File: src/rtl/gpio_port_pkg.sv
package gpio_port_pkg;
  localparam int ADDR_W = 2;

  typedef enum logic [ADDR_W-1:0] {
    SEL_PIN  = 2'd0,
    SEL_DIR  = 2'd1,
    SEL_OUT  = 2'd2,
    SEL_NONE = 2'd3
  } reg_sel_e;
endpackage

File: src/rtl/gpio_cfg_regs.sv
module gpio_cfg_regs
  import gpio_port_pkg::*;
#(
  parameter int W = 8
) (
  input  logic         clk,
  input  logic         rst_n,
  input  logic         wr_en,
  input  reg_sel_e     sel,
  input  logic [W-1:0] wdata,
  output logic [W-1:0] dir_q,
  output logic [W-1:0] out_q
);
  // direction and output bits, cleared without a clock
  always_ff @(posedge clk or negedge rst_n) begin
    if (!rst_n) begin
      dir_q <= '0;
      out_q <= '0;
    end else if (wr_en) begin
      case (sel)
        SEL_DIR: dir_q <= wdata;
        SEL_OUT: out_q <= wdata;
        SEL_PIN: out_q <= out_q ^ wdata;  // toggle on ones
        default: ;
      endcase
    end
  end
endmodule

File: src/rtl/gpio_in_sync.sv
module gpio_in_sync #(
  parameter int W = 8
) (
  input  logic         clk,
  input  logic         rst_n,
  input  logic         sleep,
  input  logic [W-1:0] pad_in,
  output logic [W-1:0] pin_val
);
  logic [W-1:0] meta_q;
  logic [W-1:0] sync_q;

  // two stages; sleep flushes both to zero
  always_ff @(posedge clk or negedge rst_n) begin
    if (!rst_n) begin
      meta_q <= '0;
      sync_q <= '0;
    end else if (sleep) begin
      meta_q <= '0;
      sync_q <= '0;
    end else begin
      meta_q <= pad_in;
      sync_q <= meta_q;
    end
  end

  assign pin_val = sleep ? '0 : sync_q;
endmodule

File: src/rtl/gpio_pad_ctl.sv
module gpio_pad_ctl #(
  parameter int W = 8
) (
  input  logic [W-1:0] dir_q,
  input  logic [W-1:0] out_q,
  input  logic         pud,
  output logic [W-1:0] pad_oe,
  output logic [W-1:0] pad_out,
  output logic [W-1:0] pad_pu
);
  for (genvar i = 0; i < W; i++) begin : g_pin
    assign pad_oe[i]  = dir_q[i];
    assign pad_out[i] = out_q[i];
    assign pad_pu[i]  = ~dir_q[i] & out_q[i] & ~pud;
  end
endmodule

File: src/rtl/gpio_port.sv
module gpio_port
  import gpio_port_pkg::*;
#(
  parameter int W = 8
) (
  input  logic              clk,
  input  logic              rst_n,
  input  logic              wr_en,
  input  logic              rd_en,
  input  logic [ADDR_W-1:0] addr,
  input  logic [W-1:0]      wdata,
  output logic [W-1:0]      rdata,
  input  logic              pud,
  input  logic              sleep,
  input  logic [W-1:0]      pad_in,
  output logic [W-1:0]      pad_oe,
  output logic [W-1:0]      pad_out,
  output logic [W-1:0]      pad_pu
);
  reg_sel_e     sel;
  logic [W-1:0] dir_q;
  logic [W-1:0] out_q;
  logic [W-1:0] pin_val;

  assign sel = reg_sel_e'(addr);

  gpio_cfg_regs #(.W(W)) u_regs (
    .clk   (clk),
    .rst_n (rst_n),
    .wr_en (wr_en),
    .sel   (sel),
    .wdata (wdata),
    .dir_q (dir_q),
    .out_q (out_q)
  );

  gpio_in_sync #(.W(W)) u_sync (
    .clk     (clk),
    .rst_n   (rst_n),
    .sleep   (sleep),
    .pad_in  (pad_in),
    .pin_val (pin_val)
  );

  gpio_pad_ctl #(.W(W)) u_pad (
    .dir_q   (dir_q),
    .out_q   (out_q),
    .pud     (pud),
    .pad_oe  (pad_oe),
    .pad_out (pad_out),
    .pad_pu  (pad_pu)
  );

  always_comb begin
    rdata = '0;
    if (rd_en) begin
      case (sel)
        SEL_PIN: rdata = pin_val;
        SEL_DIR: rdata = dir_q;
        SEL_OUT: rdata = out_q;
        default: rdata = '0;
      endcase
    end
  end
endmodule

File: config.mk
export PLATFORM = sky130hd
export DESIGN_NAME = gpio_port
export DESIGN_NICKNAME = d
export VERILOG_FILES = /design/src/rtl/gpio_port_pkg.sv /design/src/rtl/gpio_cfg_regs.sv /design/src/rtl/gpio_in_sync.sv /design/src/rtl/gpio_pad_ctl.sv /design/src/rtl/gpio_port.sv
export SDC_FILE = /design/constraint.sdc
export NUM_CORES = 1
export LEC_CHECK = 0
export BUFFER_PORTS_ARGS = -buffer_cell sky130_fd_sc_hd__buf_2
export CORE_ASPECT_RATIO = 0.6
export CORE_UTILIZATION = 50
export CTS_BUF_LIST = sky130_fd_sc_hd__clkbuf_4 sky130_fd_sc_hd__clkbuf_8
export DETAILED_ROUTE_END_ITERATION = 10
export GPL_ROUTABILITY_DRIVEN = 0
export PLACE_DENSITY = 0.81
export SLEW_MARGIN = 20
export SYNTH_ARGS = -nofsm -noshare
export SYNTH_HDL_FRONTEND = slang
export SYNTH_SLANG_ARGS = --single-unit
File: constraint.sdc
create_clock -name clk -period 1 [get_ports clk]
set_input_delay 0 -clock clk [delete_from_list [all_inputs] [get_ports clk]]
set_output_delay 0 -clock clk [all_outputs]
set_load 0.03 [all_outputs]
==> results of run 1 <==
## metrics by stage
step | hold WS [ps] | area [sq um] | TNS (ps)
after floorplan | -296 | 1600 | 0
after global placement | -66.0 | 2090 | 0
after detailed placement | -61.9 | 2090 | -29.6
## cell families after synthesis
kind of cell | share of synthesized area, %
buf+inv | 4.26
flops | 54.6
simple gates | 19.9
mux | 6.82
compound gates | 14.4
==> summary.txt, run 1 <==
CTS
  – # clock sinks: 32
  – Num CTS Buffers: 5
  – Post-CTS Setup Bufs: 6
  – Max clock buf depth: 2
  – Cts hold-fix bufs: 16
  – CTS root buf: clkbuf_8
  – Post-CTS sizing: 57
  – H-tree Lvls: 2

Synthesis
  – Share of flip-flops with an asynchronous set or reset: 100%
  – Synth area leaders: dfrtp_1 (55%), nor2b_1 (7.2%), mux2_2 (6.1%), a221o_1 (4.8%), a311oi_1 (4.2%)
  – Unique masters post-synth: 24
  – Synth Flop Type: dfrtp_1
  – Syn Inst Count: 133
  – Post-synthesis sequential area ratio: 54.6%
  – Mapped Area: 0.00147 sq mm
  – Syn avg cell area: 11.0 sq um
  – Yosys warns: 0
  – Post-synth top area cell: dfrtp_1
  – Most frequent cell after synthesis: dfrtp_1
  – Syn_nets: 157
  – Post-synth EDFFs: 0
  – Post-synth top cells: dfrtp_1 (32), nor2b_1 (17), a21oi_1 (9)
  – Top cell type's share of synthesized area: 54.6%
  – #FFs+latches synth: 32

Run status
  – Status: stopped before the end
  – First error: [ERROR DPL-0033] detailed placement checks failed during check placement.
  – Exit stage: 4_1_cts

Floorplanning
  – Die H: 44.0 microns
  – Initial core utilization: 55.5%
  – FP Rows: 14
  – Die Wd: 71.9 microns
  – I/O pins: 56

Placement
  – Setup Slack @ Placement: -24.3 ps
  – Inst Count DP: 246
  – Port buffer count: 55
  – DPL Wire Length: 2.91 mm
==> inputs of run 2 (changes only) <==
--- a/config.mk
+++ b/config.mk
@@ -6,12 +6,10 @@
 export NUM_CORES = 1
 export LEC_CHECK = 0
 export BUFFER_PORTS_ARGS = -buffer_cell sky130_fd_sc_hd__buf_2
-export CORE_ASPECT_RATIO = 0.6
-export CORE_UTILIZATION = 50
-export CTS_BUF_LIST = sky130_fd_sc_hd__clkbuf_4 sky130_fd_sc_hd__clkbuf_8
+export CORE_UTILIZATION = 35
 export DETAILED_ROUTE_END_ITERATION = 10
 export GPL_ROUTABILITY_DRIVEN = 0
-export PLACE_DENSITY = 0.81
+export PLACE_DENSITY_LB_ADDON = 0.15
 export SLEW_MARGIN = 20
 export SYNTH_ARGS = -nofsm -noshare
 export SYNTH_HDL_FRONTEND = slang
==> run 2 against run 1 <==
Net effect:
- area after synthesis did not move
- synthesized cell count stayed put
- the flow now finishes, with violations (setup timing)
==> summary.txt, run 2 <==
Route
  – Detailed Route Iter0 Violations: 60
  – Antenna viol nets, final: 0
  – WL per Instance: 15.4 microns
  – Post-Route WL: 4.36 mm
  – Via count: 1425
  – Drt pass-1 iters: 6
  – Routed vias/inst: 5.04
  – DRC: 0

Timing
  – Hold Slack: 106 ps
  – Rel. slew slack: 71.8%
  – Period utilization: 130%
  – Max Clk Rate: 766 MHz
  – RSZ-0062 raised after global routing: yes
  – TNS Setup: -3010 ps
  – Setup WS post-layout: -305 ps
  – Worst-Margin Slew: 423 ps
  – Min Tclk post-route: 1300 ps
  – Setup Viol. Count Final: 19
  – Fin. Hold Viols: 0
  – Final Max Slew Viols: 0
  – Clock skew: 5.09 ps

Setup path
  – Flop2flop setup slack: -10 ps
  – RR Endpoint: u_regs.dir_q[0]
  – Critical path class: reg -> out
  – Worst path required time: 1000 ps
  – Worst reg2reg path depth: 3
  – Crit path capture type: primary output
  – R2R Path Start: u_regs.dir_q[0]
  – CP max FO: 2
  – WP data arrival: 1300 ps
  – Startpoint types: flop
  – Critical Path Sink: rdata[3]
  – Worst Setup SP: u_regs.dir_q[3]

Placement
  – Inst Count DP: 254
  – DPL Wire Length: 2.84 mm
  – Setup Slack @ Placement: -56.5 ps
  – Placed Area: 0.00210 sq mm
  – Port buffer count: 55

Synthesis
  – Synth Flop Type: dfrtp_1
  – Yosys warns: 0
  – Unique masters post-synth: 24
  – Post-synthesis sequential area ratio: 54.6%
  – Syn Inst Count: 133
  – Most frequent cell after synthesis: dfrtp_1
  – #FFs+latches synth: 32
  – Top cell type's share of synthesized area: 54.6%
  – Post-synth top cells: dfrtp_1 (32), nor2b_1 (17), a21oi_1 (9)
  – Mapped Area: 0.00147 sq mm
  – Post-synth top area cell: dfrtp_1
  – Synth area leaders: dfrtp_1 (55%), nor2b_1 (7.2%), mux2_2 (6.1%), a221o_1 (4.8%), a311oi_1 (4.2%)
  – Syn avg cell area: 11.0 sq um
  – Syn_nets: 157
  – Post-synth EDFFs: 0
  – Share of flip-flops with an asynchronous set or reset: 100%

Finish
  – Share of cells above drive strength 1: 56.7%
  – Antenna cells: 0
  – Total Nets Final: 256
  – Area grow syn2layout: 78.7%
  – Final Cell Area: 0.00262 sq mm
  – Multi-input logic area: 728 sq um
  – Fin cells: 283
  – Commonest non-fill, non-tap cell in the layout: buf_6
  – Sequential Area: 818 sq um
  – Fillers: 318
  – Most frequent cells in the layout: buf_6 (39), buf_2 (25), dfrtp_1 (18)
  – Post-layout util: 65.6%

Power and ir drop
  – Pwr/cell area: 1570 mW/mm^2
  – Reg power frac: 37.4%
  – Sw power: 1.40 mW
  – VDD IR max: 1010 uV
  – Cell-internal power: 2.71 mW
  – Net Sw Frac: 34.1%
  – P_leak: 1.20 nW
  – Logic pwr share: 38.2%
  – Total power: 4.12 mW
  – Clock power frac: 24.4%

Floorplanning
  – I/O pins: 56
  – Initial core utilization: 36.7%
  – FP Rows: 23
  – Area of the core: 0.00400 sq mm
  – Die H: 66.8 microns
  – Die Wd: 66.8 microns
  – Die area: 0.00446 sq mm

Global route
  – Largest net degree at the start of global routing: 19
  – Total gr overflow: 0
  – Wire length of the first global-routing pass: 6.53 mm
  – Vias in the first global route: 1400
  – Overall global routing resource usage: 20.5%
  – Initial antenna violation count: 0

CTS
  – Worst skew pair latency: 290 ps
  – # clock sinks: 32
  – H-tree Lvls: 2
  – Num CTS Buffers: 5
  – Max clock buf depth: 2
  – Worst-path clk slew: 70 ps
  – CTS root buf: clkbuf_8
  – CTS tree: yes

Run status
  – Status: finished, violations left
  – Failing checks: setup timing

Flow run
  – MaxCap Viol Count: 0

Worst hold path
  – Hold path startpoint: sleep
  – Hold crit path type: in -> reg
[run 2: cell counts after synthesis]
No cell type changed its count.
[run 2: worst max-delay path: stages (launching register included)]
cell	delay, ps
dfrtp_2	420
a221o_1	320
and3_4	150
buf_6	130
[run 2: layout make-up]
cell class | count | area share (%)
inverters | 7 | 1.00
multi-input cells | 87 | 27.8
clock buffers | 5 | 2.62
clock inverters | 3 | 0.906
well taps | 50 | 2.39
flip-flops and latches | 32 | 31.2
repair buffers | 99 | 34.1
[run 2: what timing repair did]
action / in CTS / in global routing
endpoints found under the hold margin: 55 / 0
pin swaps: 5 / 8
gates resized for setup: 53 / 26
endpoints found under the setup margin: 29 / 29
buffers inserted: 2 / 5
hold buffers: 17 / 0
[run 2: metal layers]
layer,wire (microns),GRT usage (%),up-vias,part of all wire (%)
met5,0,0,-,0
met4,165,12.0,0,3.8
met3,180,5.82,18,4.1
met2,2210,33.5,54,51
met1,1800,23.8,671,41
li1,-,-,682,-
[run 2: how the worst min path moves through the flow]
stage	to	slack (ps)	cells past startpoint
floorplan	u_regs.dir_q[0]	-300	0
global placement	u_regs.out_q[5]	-70	1
detailed placement	u_regs.out_q[5]	-60	1
CTS	u_sync.sync_q[5]	90	3
global route	u_sync.meta_q[3]	110	3
finish	u_sync.sync_q[5]	110	3
[run 2: cells by family after synthesis]
family                 Yosys count  synth area share, %
flip-flops                      32                 54.6
buffers and inverters           14                 4.26
AND/OR/NAND/NOR                 48                 19.9
AO/OA/AOI/OAI                   30                 14.4
multiplexers                     9                 6.82
[run 2: power groups by stage]
stage | Clock, mW | Sequential, mW | Combinational [mW]
floorplan | 0 | 1.83 | 0.461
global placement | 0 | 1.54 | 1.20
detailed placement | 0 | 1.55 | 1.23
CTS | 1.04 | 1.53 | 1.46
global route | 1.10 | 1.55 | 1.67
finish | 1.00 | 1.54 | 1.57
(Power assumes the default switching activity.)
